$ cat src/rtl/osd_seq_pkg.sv
package osd_seq_pkg;
  localparam int CODE_W = 3;
  localparam int BAR_W  = 5;
  localparam int ICON_W = 4;
  localparam int PER_W  = 4;
  localparam int OVR_W  = 2;

  typedef enum logic [2:0] {
    HL_NONE  = 3'd0,
    HL_UP    = 3'd1,
    HL_DOWN  = 3'd2,
    HL_PLUS  = 3'd3,
    HL_MINUS = 3'd4
  } hl_e;

  localparam logic [CODE_W-1:0] CODE_OFF    = 3'b000;
  localparam logic [CODE_W-1:0] CODE_NORMAL = 3'b001;

  function automatic hl_e decode_hl(input logic [CODE_W-1:0] code);
    case (code)
      3'b010:  decode_hl = HL_UP;
      3'b100:  decode_hl = HL_DOWN;
      3'b011:  decode_hl = HL_PLUS;
      3'b111:  decode_hl = HL_MINUS;
      default: decode_hl = HL_NONE;
    endcase
  endfunction
endpackage

$ cat src/rtl/osd_ctl_regs.sv
module osd_ctl_regs
  import osd_seq_pkg::*;
#(
  parameter logic [7:0] ALT_RESET = 8'h04
) (
  input  logic              clk,
  input  logic              rst_n,
  input  logic              ctl_we,
  input  logic [7:0]        ctl_wdata,
  input  logic              icn_we,
  input  logic [ICON_W-1:0] icn_wdata,
  input  logic              alt_we,
  input  logic [7:0]        alt_wdata,
  input  logic              expire,
  output logic [CODE_W-1:0] code,
  output logic [BAR_W-1:0]  bar,
  output logic [ICON_W-1:0] icon,
  output logic [OVR_W-1:0]  ovr,
  output logic [PER_W-1:0]  period
);
  logic [CODE_W-1:0] code_d;
  logic [BAR_W-1:0]  bar_d;
  logic [ICON_W-1:0] icon_d;
  logic [OVR_W-1:0]  ovr_d;
  logic [PER_W-1:0]  period_d;

  always_comb begin
    code_d   = code;
    bar_d    = bar;
    icon_d   = icon;
    ovr_d    = ovr;
    period_d = period;
    if (ctl_we) begin
      code_d = ctl_wdata[CODE_W-1:0];
      bar_d  = ctl_wdata[7:CODE_W];
    end else if (expire) begin
      code_d = CODE_NORMAL;
    end
    if (icn_we) icon_d = icn_wdata;
    if (alt_we) begin
      ovr_d    = alt_wdata[PER_W+OVR_W-1:PER_W];
      period_d = alt_wdata[PER_W-1:0];
    end
  end

  always_ff @(posedge clk or negedge rst_n) begin
    if (!rst_n) begin
      code   <= CODE_OFF;
      bar    <= '0;
      icon   <= '0;
      ovr    <= ALT_RESET[PER_W+OVR_W-1:PER_W];
      period <= ALT_RESET[PER_W-1:0];
    end else begin
      code   <= code_d;
      bar    <= bar_d;
      icon   <= icon_d;
      ovr    <= ovr_d;
      period <= period_d;
    end
  end

  // an expiry without a competing write lands on the normal code
  assert_revert_normal_R4: assert property (@(posedge clk) disable iff (!rst_n)
    (expire && !ctl_we) |=> (code == CODE_NORMAL));
  // non-highlight codes are never changed except by a write
  assert_plain_code_stable_R2: assert property (@(posedge clk) disable iff (!rst_n)
    (decode_hl(code) == HL_NONE && !ctl_we) |=> $stable(code));
endmodule

$ cat src/rtl/osd_hl_timer.sv
module osd_hl_timer
  import osd_seq_pkg::*;
#(
  parameter int HL_FIELDS = 32
) (
  input  logic              clk,
  input  logic              rst_n,
  input  logic              field_pulse,
  input  logic [CODE_W-1:0] code,
  input  logic              restart,
  output logic              expire
);
  localparam int CW = $clog2(HL_FIELDS);
  localparam logic [CW-1:0] LAST = CW'(HL_FIELDS - 1);

  logic [CW-1:0] cnt, cnt_d;
  logic          active;

  assign active = (decode_hl(code) != HL_NONE);
  assign expire = active && field_pulse && (cnt == LAST) && !restart;

  always_comb begin
    cnt_d = cnt;
    if (restart || !active)  cnt_d = '0;
    else if (field_pulse)    cnt_d = (cnt == LAST) ? '0 : cnt + 1'b1;
  end

  always_ff @(posedge clk or negedge rst_n) begin
    if (!rst_n) cnt <= '0;
    else        cnt <= cnt_d;
  end

  // reversion only ever comes from a highlight code
  assert_expire_from_hl_R4: assert property (@(posedge clk) disable iff (!rst_n)
    expire |-> (decode_hl(code) != HL_NONE));
  // a restart leaves the count at zero
  assert_restart_clears_R5: assert property (@(posedge clk) disable iff (!rst_n)
    restart |=> (cnt == '0));
endmodule

$ cat src/rtl/osd_screen_seq.sv
module osd_screen_seq
  import osd_seq_pkg::*;
#(
  parameter int UNIT_LOG2 = 3,
  parameter int N_SCREENS = 3
) (
  input  logic             clk,
  input  logic             rst_n,
  input  logic             field_pulse,
  input  logic             alt_we,
  input  logic [PER_W-1:0] period,
  input  logic [OVR_W-1:0] ovr,
  output logic [1:0]       screen
);
  localparam int FW = PER_W + UNIT_LOG2;
  localparam logic [1:0] LAST_SCR = 2'(N_SCREENS - 1);

  logic [FW-1:0] fcnt, fcnt_d;
  logic [FW-1:0] limit;
  logic [1:0]    screen_d;

  assign limit = {period, {UNIT_LOG2{1'b0}}} - FW'(1);

  always_comb begin
    fcnt_d   = fcnt;
    screen_d = screen;
    if (ovr != '0) begin
      screen_d = ovr - 2'd1;
      fcnt_d   = '0;
    end else if (alt_we) begin
      fcnt_d = '0;
    end else if (field_pulse && period != '0) begin
      if (fcnt == limit) begin
        fcnt_d   = '0;
        screen_d = (screen == LAST_SCR) ? 2'd0 : screen + 2'd1;
      end else begin
        fcnt_d = fcnt + 1'b1;
      end
    end
  end

  always_ff @(posedge clk or negedge rst_n) begin
    if (!rst_n) begin
      fcnt   <= '0;
      screen <= '0;
    end else begin
      fcnt   <= fcnt_d;
      screen <= screen_d;
    end
  end

  assert_screen_range_R6: assert property (@(posedge clk) disable iff (!rst_n)
    screen <= LAST_SCR);
  assert_auto_needs_pulse_R6: assert property (@(posedge clk) disable iff (!rst_n)
    (ovr == '0 && !field_pulse) |=> $stable(screen));
  assert_zero_period_hold_R7: assert property (@(posedge clk) disable iff (!rst_n)
    (ovr == '0 && period == '0) |=> $stable(screen));
  assert_override_pin_R8: assert property (@(posedge clk) disable iff (!rst_n)
    (ovr != '0) |=> (screen == $past(ovr) - 2'd1));
endmodule

$ cat src/rtl/osd_seq_top.sv
module osd_seq_top
  import osd_seq_pkg::*;
#(
  parameter int HL_FIELDS = 32,
  parameter int UNIT_LOG2 = 3
) (
  input  logic       clk,
  input  logic       rst_n,
  input  logic       field_pulse,
  input  logic       ctl_we,
  input  logic [7:0] ctl_wdata,
  input  logic       icn_we,
  input  logic [3:0] icn_wdata,
  input  logic       alt_we,
  input  logic [7:0] alt_wdata,
  output logic [7:0] ctl_rdata,
  output logic [7:0] alt_rdata,
  output logic [1:0] screen_idx,
  output logic       osd_on,
  output logic [2:0] hl_sel,
  output logic [3:0] icon_set,
  output logic [4:0] bar_len
);
  logic [CODE_W-1:0] code;
  logic [BAR_W-1:0]  bar;
  logic [OVR_W-1:0]  ovr;
  logic [PER_W-1:0]  period;
  logic              expire;
  logic              restart;

  assign restart = ctl_we && (decode_hl(ctl_wdata[CODE_W-1:0]) != HL_NONE);

  osd_ctl_regs u_regs (
    .clk(clk), .rst_n(rst_n),
    .ctl_we(ctl_we), .ctl_wdata(ctl_wdata),
    .icn_we(icn_we), .icn_wdata(icn_wdata),
    .alt_we(alt_we), .alt_wdata(alt_wdata),
    .expire(expire),
    .code(code), .bar(bar), .icon(icon_set), .ovr(ovr), .period(period)
  );

  osd_hl_timer #(.HL_FIELDS(HL_FIELDS)) u_timer (
    .clk(clk), .rst_n(rst_n), .field_pulse(field_pulse),
    .code(code), .restart(restart), .expire(expire)
  );

  osd_screen_seq #(.UNIT_LOG2(UNIT_LOG2)) u_seq (
    .clk(clk), .rst_n(rst_n), .field_pulse(field_pulse), .alt_we(alt_we),
    .period(period), .ovr(ovr), .screen(screen_idx)
  );

  assign ctl_rdata = {bar, code};
  assign alt_rdata = {2'b00, ovr, period};
  assign osd_on    = (code != CODE_OFF);
  assign hl_sel    = decode_hl(code);
  assign bar_len   = bar;

  // a highlight always comes with the window enabled
  assert_hl_implies_on_R3: assert property (@(posedge clk) disable iff (!rst_n)
    (hl_sel != HL_NONE) |-> osd_on);
endmodule

$ cat config.mk
export PLATFORM = sky130hd
export DESIGN_NAME = osd_seq_top
export DESIGN_NICKNAME = d
export VERILOG_FILES = /design/src/rtl/osd_seq_pkg.sv /design/src/rtl/osd_ctl_regs.sv /design/src/rtl/osd_hl_timer.sv /design/src/rtl/osd_screen_seq.sv /design/src/rtl/osd_seq_top.sv
export SDC_FILE = /design/constraint.sdc
export NUM_CORES = 1
export LEC_CHECK = 0
export BUFFER_PORTS_ARGS = -buffer_cell sky130_fd_sc_hd__buf_2
export CAP_MARGIN = 10
export CORE_ASPECT_RATIO = 0.5
export CORE_UTILIZATION = 45
export CTS_CLUSTER_DIAMETER = 100
export DETAILED_ROUTE_END_ITERATION = 10
export PLACE_DENSITY = 0.87
export SLEW_MARGIN = 40
export SYNTH_ARGS = -nofsm -noshare
export SYNTH_HDL_FRONTEND = slang
export SYNTH_SLANG_ARGS = --single-unit
$ cat constraint.sdc
create_clock -name clk -period 1.8 [get_ports clk]
set_input_delay 0.09 -clock clk [delete_from_list [all_inputs] [get_ports clk]]
set_output_delay 0.09 -clock clk [all_outputs]
set_load 0.02 [all_outputs]
==> flow_metrics.tcl, run 1 <==
set metrics [dict create \
    p_sw_share_pct 29.2 \
    timing_worst_setup_path_type "reg -> reg" \
    synth_top_family_by_area "simple AND/OR/NAND/NOR gates" \
    number_of_global_route_vias_before_repair 1289 \
    synth_seq_cells 32 \
    first_pass_iters 4 \
    fin_skew_ns 0.00396 \
    finalNetCount 255 \
    outcome "finished with violations" \
    ir_drop_mv 0.362 \
    core_region_area_mm2 0.00347 \
    core.rowCount 15 \
    crit_fanout 3 \
    route.antenna.remaining_nets 0 \
    drt-total-wl_mm 3.69 \
    synth_area_per_cell_um2 10.6 \
    cellLeakagePower_nw 1.08 \
    failed_checks "setup timing" \
    clock_tree_from_tritoncts "built" \
    io_pins 57 \
    cts_htree_levels 2 \
    yosys-mux-area-fraction_pct 11.4 \
    synth_compound_gate_area_share_pct 8.95 \
    p_sw_uw 561 \
    root_buffer "sky130_fd_sc_hd__clkbuf_8" \
    maxCapViolations 0 \
    dieHeight_um 44.8 \
    required_ns 2.02 \
    via_per_inst 5.12 \
    global_route.usage.total_pct 20.2 \
    grt_overflow_total 0 \
    power_frac_seq_pct 42.7 \
    rsz0062_at_grt "yes" \
    max-slew-margin-rel_pct 53.1 \
    crit_arrival_ns 2.09 \
    setup_tns_ns -0.171 \
    dr.first_iter.drc_count 58 \
    first_pass_grt_wire_length_mm 5.80 \
    synthToLayoutAreaGrowth_pct 35.0 \
    syn_inst 156 \
    final_min_period_over_clock_period_pct 104 \
    ys_async_sr_fraction_pct 100 \
    power.share.combinational_pct 21.4 \
    post_synth_num_cell_types 36 \
    seq_total_area_yosys_pct 48.6 \
    floorplan.die_area_mm2 0.00393 \
    path_clk_slew_ns 0.07 \
    max_slew.worst_pin.slew_ns 0.703 \
    layout_setup_ws_ns -0.0725 \
    power.density_cell_area_mw_per_mm2 862 \
    finalNonFillerCells 276 \
    adder_cell_share_of_the_synthesized_area_pct 3.79 \
    timing.reg2reg.setup_slack_ns -0.07 \
    drv_slew 0 \
    antenna_cells_inserted 0 \
    synth_top_cell_area_share_pct 47.0 \
    grt_max_degree 33 \
    synth_enable_flop_cells 0 \
    period_needed_ns 1.87 \
    synth_largest_area_cell "sky130_fd_sc_hd__dfrtp_1" \
    initial_antenna_violation_count 0 \
    initial_utilization_pct 47.5 \
    synthesis.area_mm2 0.00165 \
    io_buffers 52 \
    timing.critical_path.to_type "flop" \
    synth-main-ff-cell "sky130_fd_sc_hd__dfrtp_1" \
    drc 0 \
    cts-buffers-inserted 5 \
    dp.cells 261 \
    synth-xor-area-share_pct 5.16 \
    hold_violations 0 \
    place_congestion 0.882 \
    via_count 1414 \
    ctsLongestPathBuffers 2 \
    crit_path_start_kind "flop" \
    insertion_delay_ns 0.29 \
    hold_class "in -> reg" \
    post_synth_and_or_nand_nor_area_fraction_pct 17.1 \
    clock_sinks 32 \
    drive_gt1_share_pct 46.2 \
    power.share.clock_pct 35.9 \
    chipWidth_um 87.6 \
    max_clock_freq_ghz 0.534 \
    detailedPlacementHpwl_mm 2.43 \
    yosys-top-cells-area "sky130_fd_sc_hd__dfrtp_1, sky130_fd_sc_hd__mux2_2, sky130_fd_sc_hd__ha_1, sky130_fd_sc_hd__o21ai_0, sky130_fd_sc_hd__nand2_1" \
    yosys_warnings 0 \
    final_setup_viols 4 \
    routedWlPerCell_um 13.4 \
    intPower_mw 1.36 \
]
-- layout by cell type (no fill, tap or decap), drive strengths merged, types with 2 or more instances in the layout --
cell | netlist | routed
nor2 | 11 | 11
and3 | 4 | 4
conb | 1 | 2
clkbuf | 3 | 5
nor3 | 3 | 3
nand2 | 16 | 16
nand3 | 6 | 6
nand2b | 5 | 5
ha | 5 | 5
a21oi | 4 | 4
buf | 7 | 68
xor2 | 3 | 3
dfrtp | 31 | 31
a22o | 2 | 2
or3 | 3 | 3
inv | 4 | 4
xnor2 | 4 | 4
mux2i | 3 | 3
o21ai | 12 | 12
dlygate4sd3 | 0 | 2
mux2 | 14 | 14
-- synth_stat cells (4+ instances only) --
library cell and count:
sky130_fd_sc_hd__and3_1 4, sky130_fd_sc_hd__buf_4 7, sky130_fd_sc_hd__dfrtp_1 31, sky130_fd_sc_hd__ha_1 5
sky130_fd_sc_hd__inv_1 4, sky130_fd_sc_hd__mux2_2 14, sky130_fd_sc_hd__nand2_1 16, sky130_fd_sc_hd__nand2b_1 5
sky130_fd_sc_hd__nand3_1 6, sky130_fd_sc_hd__nor2_1 11, sky130_fd_sc_hd__o21ai_0 12, sky130_fd_sc_hd__xnor2_1 4
-- final cells by class --
class / count / area [µm²]
tap: 51 / 63.8
clock buffer: 5 / 68.8
inverter: 4 / 20.0
clock inverter: 3 / 42.5
multi-input combinational: 111 / 828
timing repair buffer: 70 / 400
fill: 268 / 1240
sequential: 32 / 805
-- power by group through the flow --
stage                     combinational [mW]  clock [mW]  sequential (mW)
final                                  0.411       0.690            0.821
after global routing                   0.444       0.742            0.829
after CTS                              0.406       0.705            0.819
after detailed placement               0.380           0            0.830
after global placement                 0.370           0            0.825
after floorplan                        0.188           0            0.884
-- sequential cells by signal, indices dropped and copies added (netlist names) --
| name | count |
|---|---|
| u_regs.bar | 5 |
| u_regs.period | 4 |
| u_timer.cnt | 5 |
| u_regs.code | 3 |
| u_seq.fcnt | 7 |
| u_regs.icon | 4 |
| u_regs.ovr | 2 |
| u_seq.screen | 2 |
-- what timing repair did --
item	in CTS	in global routing
gates cloned	0	0
gates resized for setup	5	5
pin swaps	3	3
setup endpoints to repair	5	8
buffers inserted	4	1
endpoints found under the hold margin	32	0
hold buffers	2	0
-- critical path, cell delays in order, from the launching register on --
cell,delay [ns]
sky130_fd_sc_hd__dfrtp_2,0.39
sky130_fd_sc_hd__inv_4,0.05
sky130_fd_sc_hd__ha_2,0.17
sky130_fd_sc_hd__or3b_4,0.24
sky130_fd_sc_hd__a21oi_4,0.06
sky130_fd_sc_hd__buf_4,0.14
sky130_fd_sc_hd__or4_1,0.49
sky130_fd_sc_hd__nand2_1,0.10
sky130_fd_sc_hd__a22o_1,0.16
-- worst paths after layout --
path,startpoint,endpoint,cells after the start
min,alt_wdata[1],u_regs.period[1],3
max in group asynchronous,rst_n,u_regs.period[0],2
min in group asynchronous,rst_n,u_seq.fcnt[6],2
max,u_regs.period[0],u_seq.fcnt[6],8
min reg2reg,u_regs.icon[0],u_regs.icon[0],1
max reg2reg,u_regs.period[0],u_seq.fcnt[6],8
-- per-layer routing --
| metal | vias up | wire [µm] | global-route usage [%] |
|---|---|---|---|
| met5 | - | 0 | 0 |
| met3 | 7 | 250 | 6.22 |
| met4 | 0 | 44 | 9.51 |
| met1 | 684 | 1570 | 24.2 |
| li1 | 672 | - | - |
| met2 | 51 | 1830 | 34.5 |
-- kinds of logic (layout without fill, tap and decap cells) --
group / count (synthesis) / count (layout)
simple gates: 55 / 55
flops: 32 / 32
compound gates: 24 / 24
mux: 17 / 17
buf+inv: 14 / 82
xor+xnor: 8 / 8
fa+ha+maj: 5 / 5
other cells: 1 / 2
-- through the flow --
step	setup slack (ns)	util [%]	hold WS, ns	cell area, µm²	power [mW]
2_1_floorplan	-0.106	-	-0.206	1680	1.07
3_3_place_gp	-0.0273	58.2	0.168	2020	1.19
3_5_place_dp	-0.0868	58.2	0.169	2020	1.21
4_1_cts	-0.0592	63.5	0.000131	2200	1.93
5_1_grt	-0.139	64.2	0.0108	2230	2.02
6_report	-0.0725	64.2	0.00655	2230	1.92
(Power assumes the default switching activity.)
==> run 2: changes to the inputs <==
Settings changed: CORE_UTILIZATION 45 to 30, PLACE_DENSITY 0.87 to 0.65.
==> run 2 against run 1 <==
The run still ends with setup timing left. Die area up 48%. Critical path depth down 1. Clock power up 0.6%. Largest cell class is now registers.
==> flow_metrics.tcl, run 2 (same netlist as run 1, synthesis figures left out) <==
set metrics [dict create \
    timing.critical_path.to_type "flop" \
    power.density_cell_area_mw_per_mm2 861 \
    core.rowCount 18 \
    path_clk_slew_ns 0.07 \
    max_reg_flops 7 \
    max-slew-margin-rel_pct 52.6 \
    finalNonFillerCells 294 \
    io_pins 57 \
    largestRegisters "u_seq.fcnt x7, u_regs.bar x5, u_timer.cnt x5" \
    floorplan.die_area_mm2 0.00582 \
    place_congestion 0.811 \
    clock_tree_from_tritoncts "built" \
    critical_path.cell_chain "inv_2, ha_1, or3b_4, a21oi_4, nor2_1, mux2_2, a22o_1" \
    grt_overflow_total 0 \
    ir_drop_mv 0.325 \
    initial_utilization_pct 32.3 \
    core_region_area_mm2 0.00511 \
    route.antenna.remaining_nets 0 \
    routedWlPerCell_um 12.0 \
    detailedPlacementHpwl_mm 2.63 \
    max_slew.worst_pin.slew_ns 0.711 \
    dieHeight_um 54.4 \
    crit_path_start_kind "flop" \
    drive_gt1_share_pct 44.6 \
    area_of_combinational_cells_with_multiple_inputs_um2 801 \
    number_of_global_route_vias_before_repair 1277 \
    rsz0062_at_grt "yes" \
    chipWidth_um 107 \
    initial_antenna_violation_count 0 \
    sequential_cell_area_um2 805 \
    drv_slew 0 \
    timing_worst_setup_path_type "reg -> reg" \
    registers.top_by_ff_count "u_seq.fcnt" \
    first_pass_grt_wire_length_mm 5.70 \
    fin_skew_ns 0.00188 \
    max_clock_freq_ghz 0.546 \
    layout_setup_ws_ns -0.0325 \
    most_common_cell_after_layout_fill_and_taps_aside "sky130_fd_sc_hd__buf_2" \
    hold_class "in -> reg" \
    final_min_period_over_clock_period_pct 102 \
    root_buffer "sky130_fd_sc_hd__clkbuf_8" \
    maxCapViolations 0 \
    whs_ns 0.0142 \
    cellLeakagePower_nw 1.07 \
    design_area_mm2 0.00221 \
    layout.cells.most_common_list "sky130_fd_sc_hd__buf_2, sky130_fd_sc_hd__dfrtp_1, sky130_fd_sc_hd__nand2_1" \
    antenna_cells_inserted 0 \
    outcome "finished with violations" \
    insertion_delay_ns 0.28 \
    dr.first_iter.drc_count 41 \
    setup_tns_ns -0.0559 \
    clock_sinks 32 \
    via_per_inst 4.59 \
    crit_slowest_cell "sky130_fd_sc_hd__dfrtp_2" \
    io_buffers 52 \
    required_ns 1.97 \
    cts_htree_levels 2 \
    synthToLayoutAreaGrowth_pct 34.1 \
    via_count 1349 \
    finalNetCount 254 \
    period_needed_ns 1.83 \
    ctsLongestPathBuffers 2 \
    first_pass_iters 4 \
    crit_arrival_ns 2.01 \
    dp.cells 282 \
    cp_slowest_stage_delay_ns 0.41 \
    cts-buffers-inserted 5 \
    crit_fanout 3 \
    pre_cts_ws_ns -0.121 \
    drc 0 \
    drt-total-wl_mm 3.54 \
    placed_cell_area_mm2 0.00206 \
    hold_violations 0 \
    final_core_utilization_pct 43.3 \
    fill_cells 506 \
    global_route.usage.total_pct 12.9 \
    total_power_mw 1.90 \
    final_setup_viols 2 \
    grt_max_degree 33 \
    failed_checks "setup timing" \
]
[run 2: cell types whose count changed in the layout (fill, tap and decap cells not counted), moves of 2 or more]
cell / delta
sky130_fd_sc_hd__a21oi_1: +2
sky130_fd_sc_hd__a21oi_2: -2
sky130_fd_sc_hd__inv_2: +2
sky130_fd_sc_hd__inv_4: -2
[run 2: per-layer routing]
metal	GRT usage (%)	wire length, µm	up-vias	part of all wire [%]
li1	-	-	669	-
met1	15.1	1630	649	46
met2	23.4	1780	26	50
met3	2.86	93	5	2.6
met4	6.39	43	0	1.2
met5	0	0	-	0
[run 2: what timing repair did]
action	in CTS	in global routing
hold buffers	1	0
buffers inserted	2	2
resized for setup	1	2
pin swaps	5	2
hold endpoints to repair	31	0
setup endpoints to repair	4	7
[run 2: layout make-up]
class / instances / area share (%)
clock buffer: 5 / 3.11
clock inverter: 3 / 1.92
inverter: 4 / 0.678
multi-input combinational: 111 / 36.2
sequential: 32 / 36.3
tap: 70 / 3.96
timing repair buffer: 69 / 17.8
[run 2: final timing paths]
path | start | to | slack (ns) | cells after the start
hold reg to reg | u_regs.icon[2] | u_regs.icon[2] | 0.51 | 1
setup / recovery | u_regs.period[0] | u_seq.fcnt[3] | -0.03 | 7
setup reg to reg | u_regs.period[0] | u_seq.fcnt[3] | -0.03 | 7
max in group asynchronous | rst_n | u_regs.period[1] | 0.90 | 2
hold / removal | alt_wdata[0] | u_regs.period[0] | 0.01 | 3
min in group asynchronous | rst_n | u_seq.fcnt[5] | 0.40 | 2
[run 2: where the power goes]
| part | total, mW | switching, mW | internal (mW) |
|---|---|---|---|
| clock network | 0.694 | 0.284 | 0.409 |
| registers | 0.815 | 0.0424 | 0.772 |
| logic | 0.396 | 0.224 | 0.173 |
| total | 1.90 | 0.550 | 1.35 |
[run 2: worst max-delay path, delay by kind of cell (launching register included)]
family                     cells  cell delay, ns
buffers and inverters          1            0.09
AOI/OAI and AO/OA              2            0.36
adders and majority gates      1            0.14
DFF                            1            0.41
muxes                          1            0.26
and+or+nand+nor                2            0.46
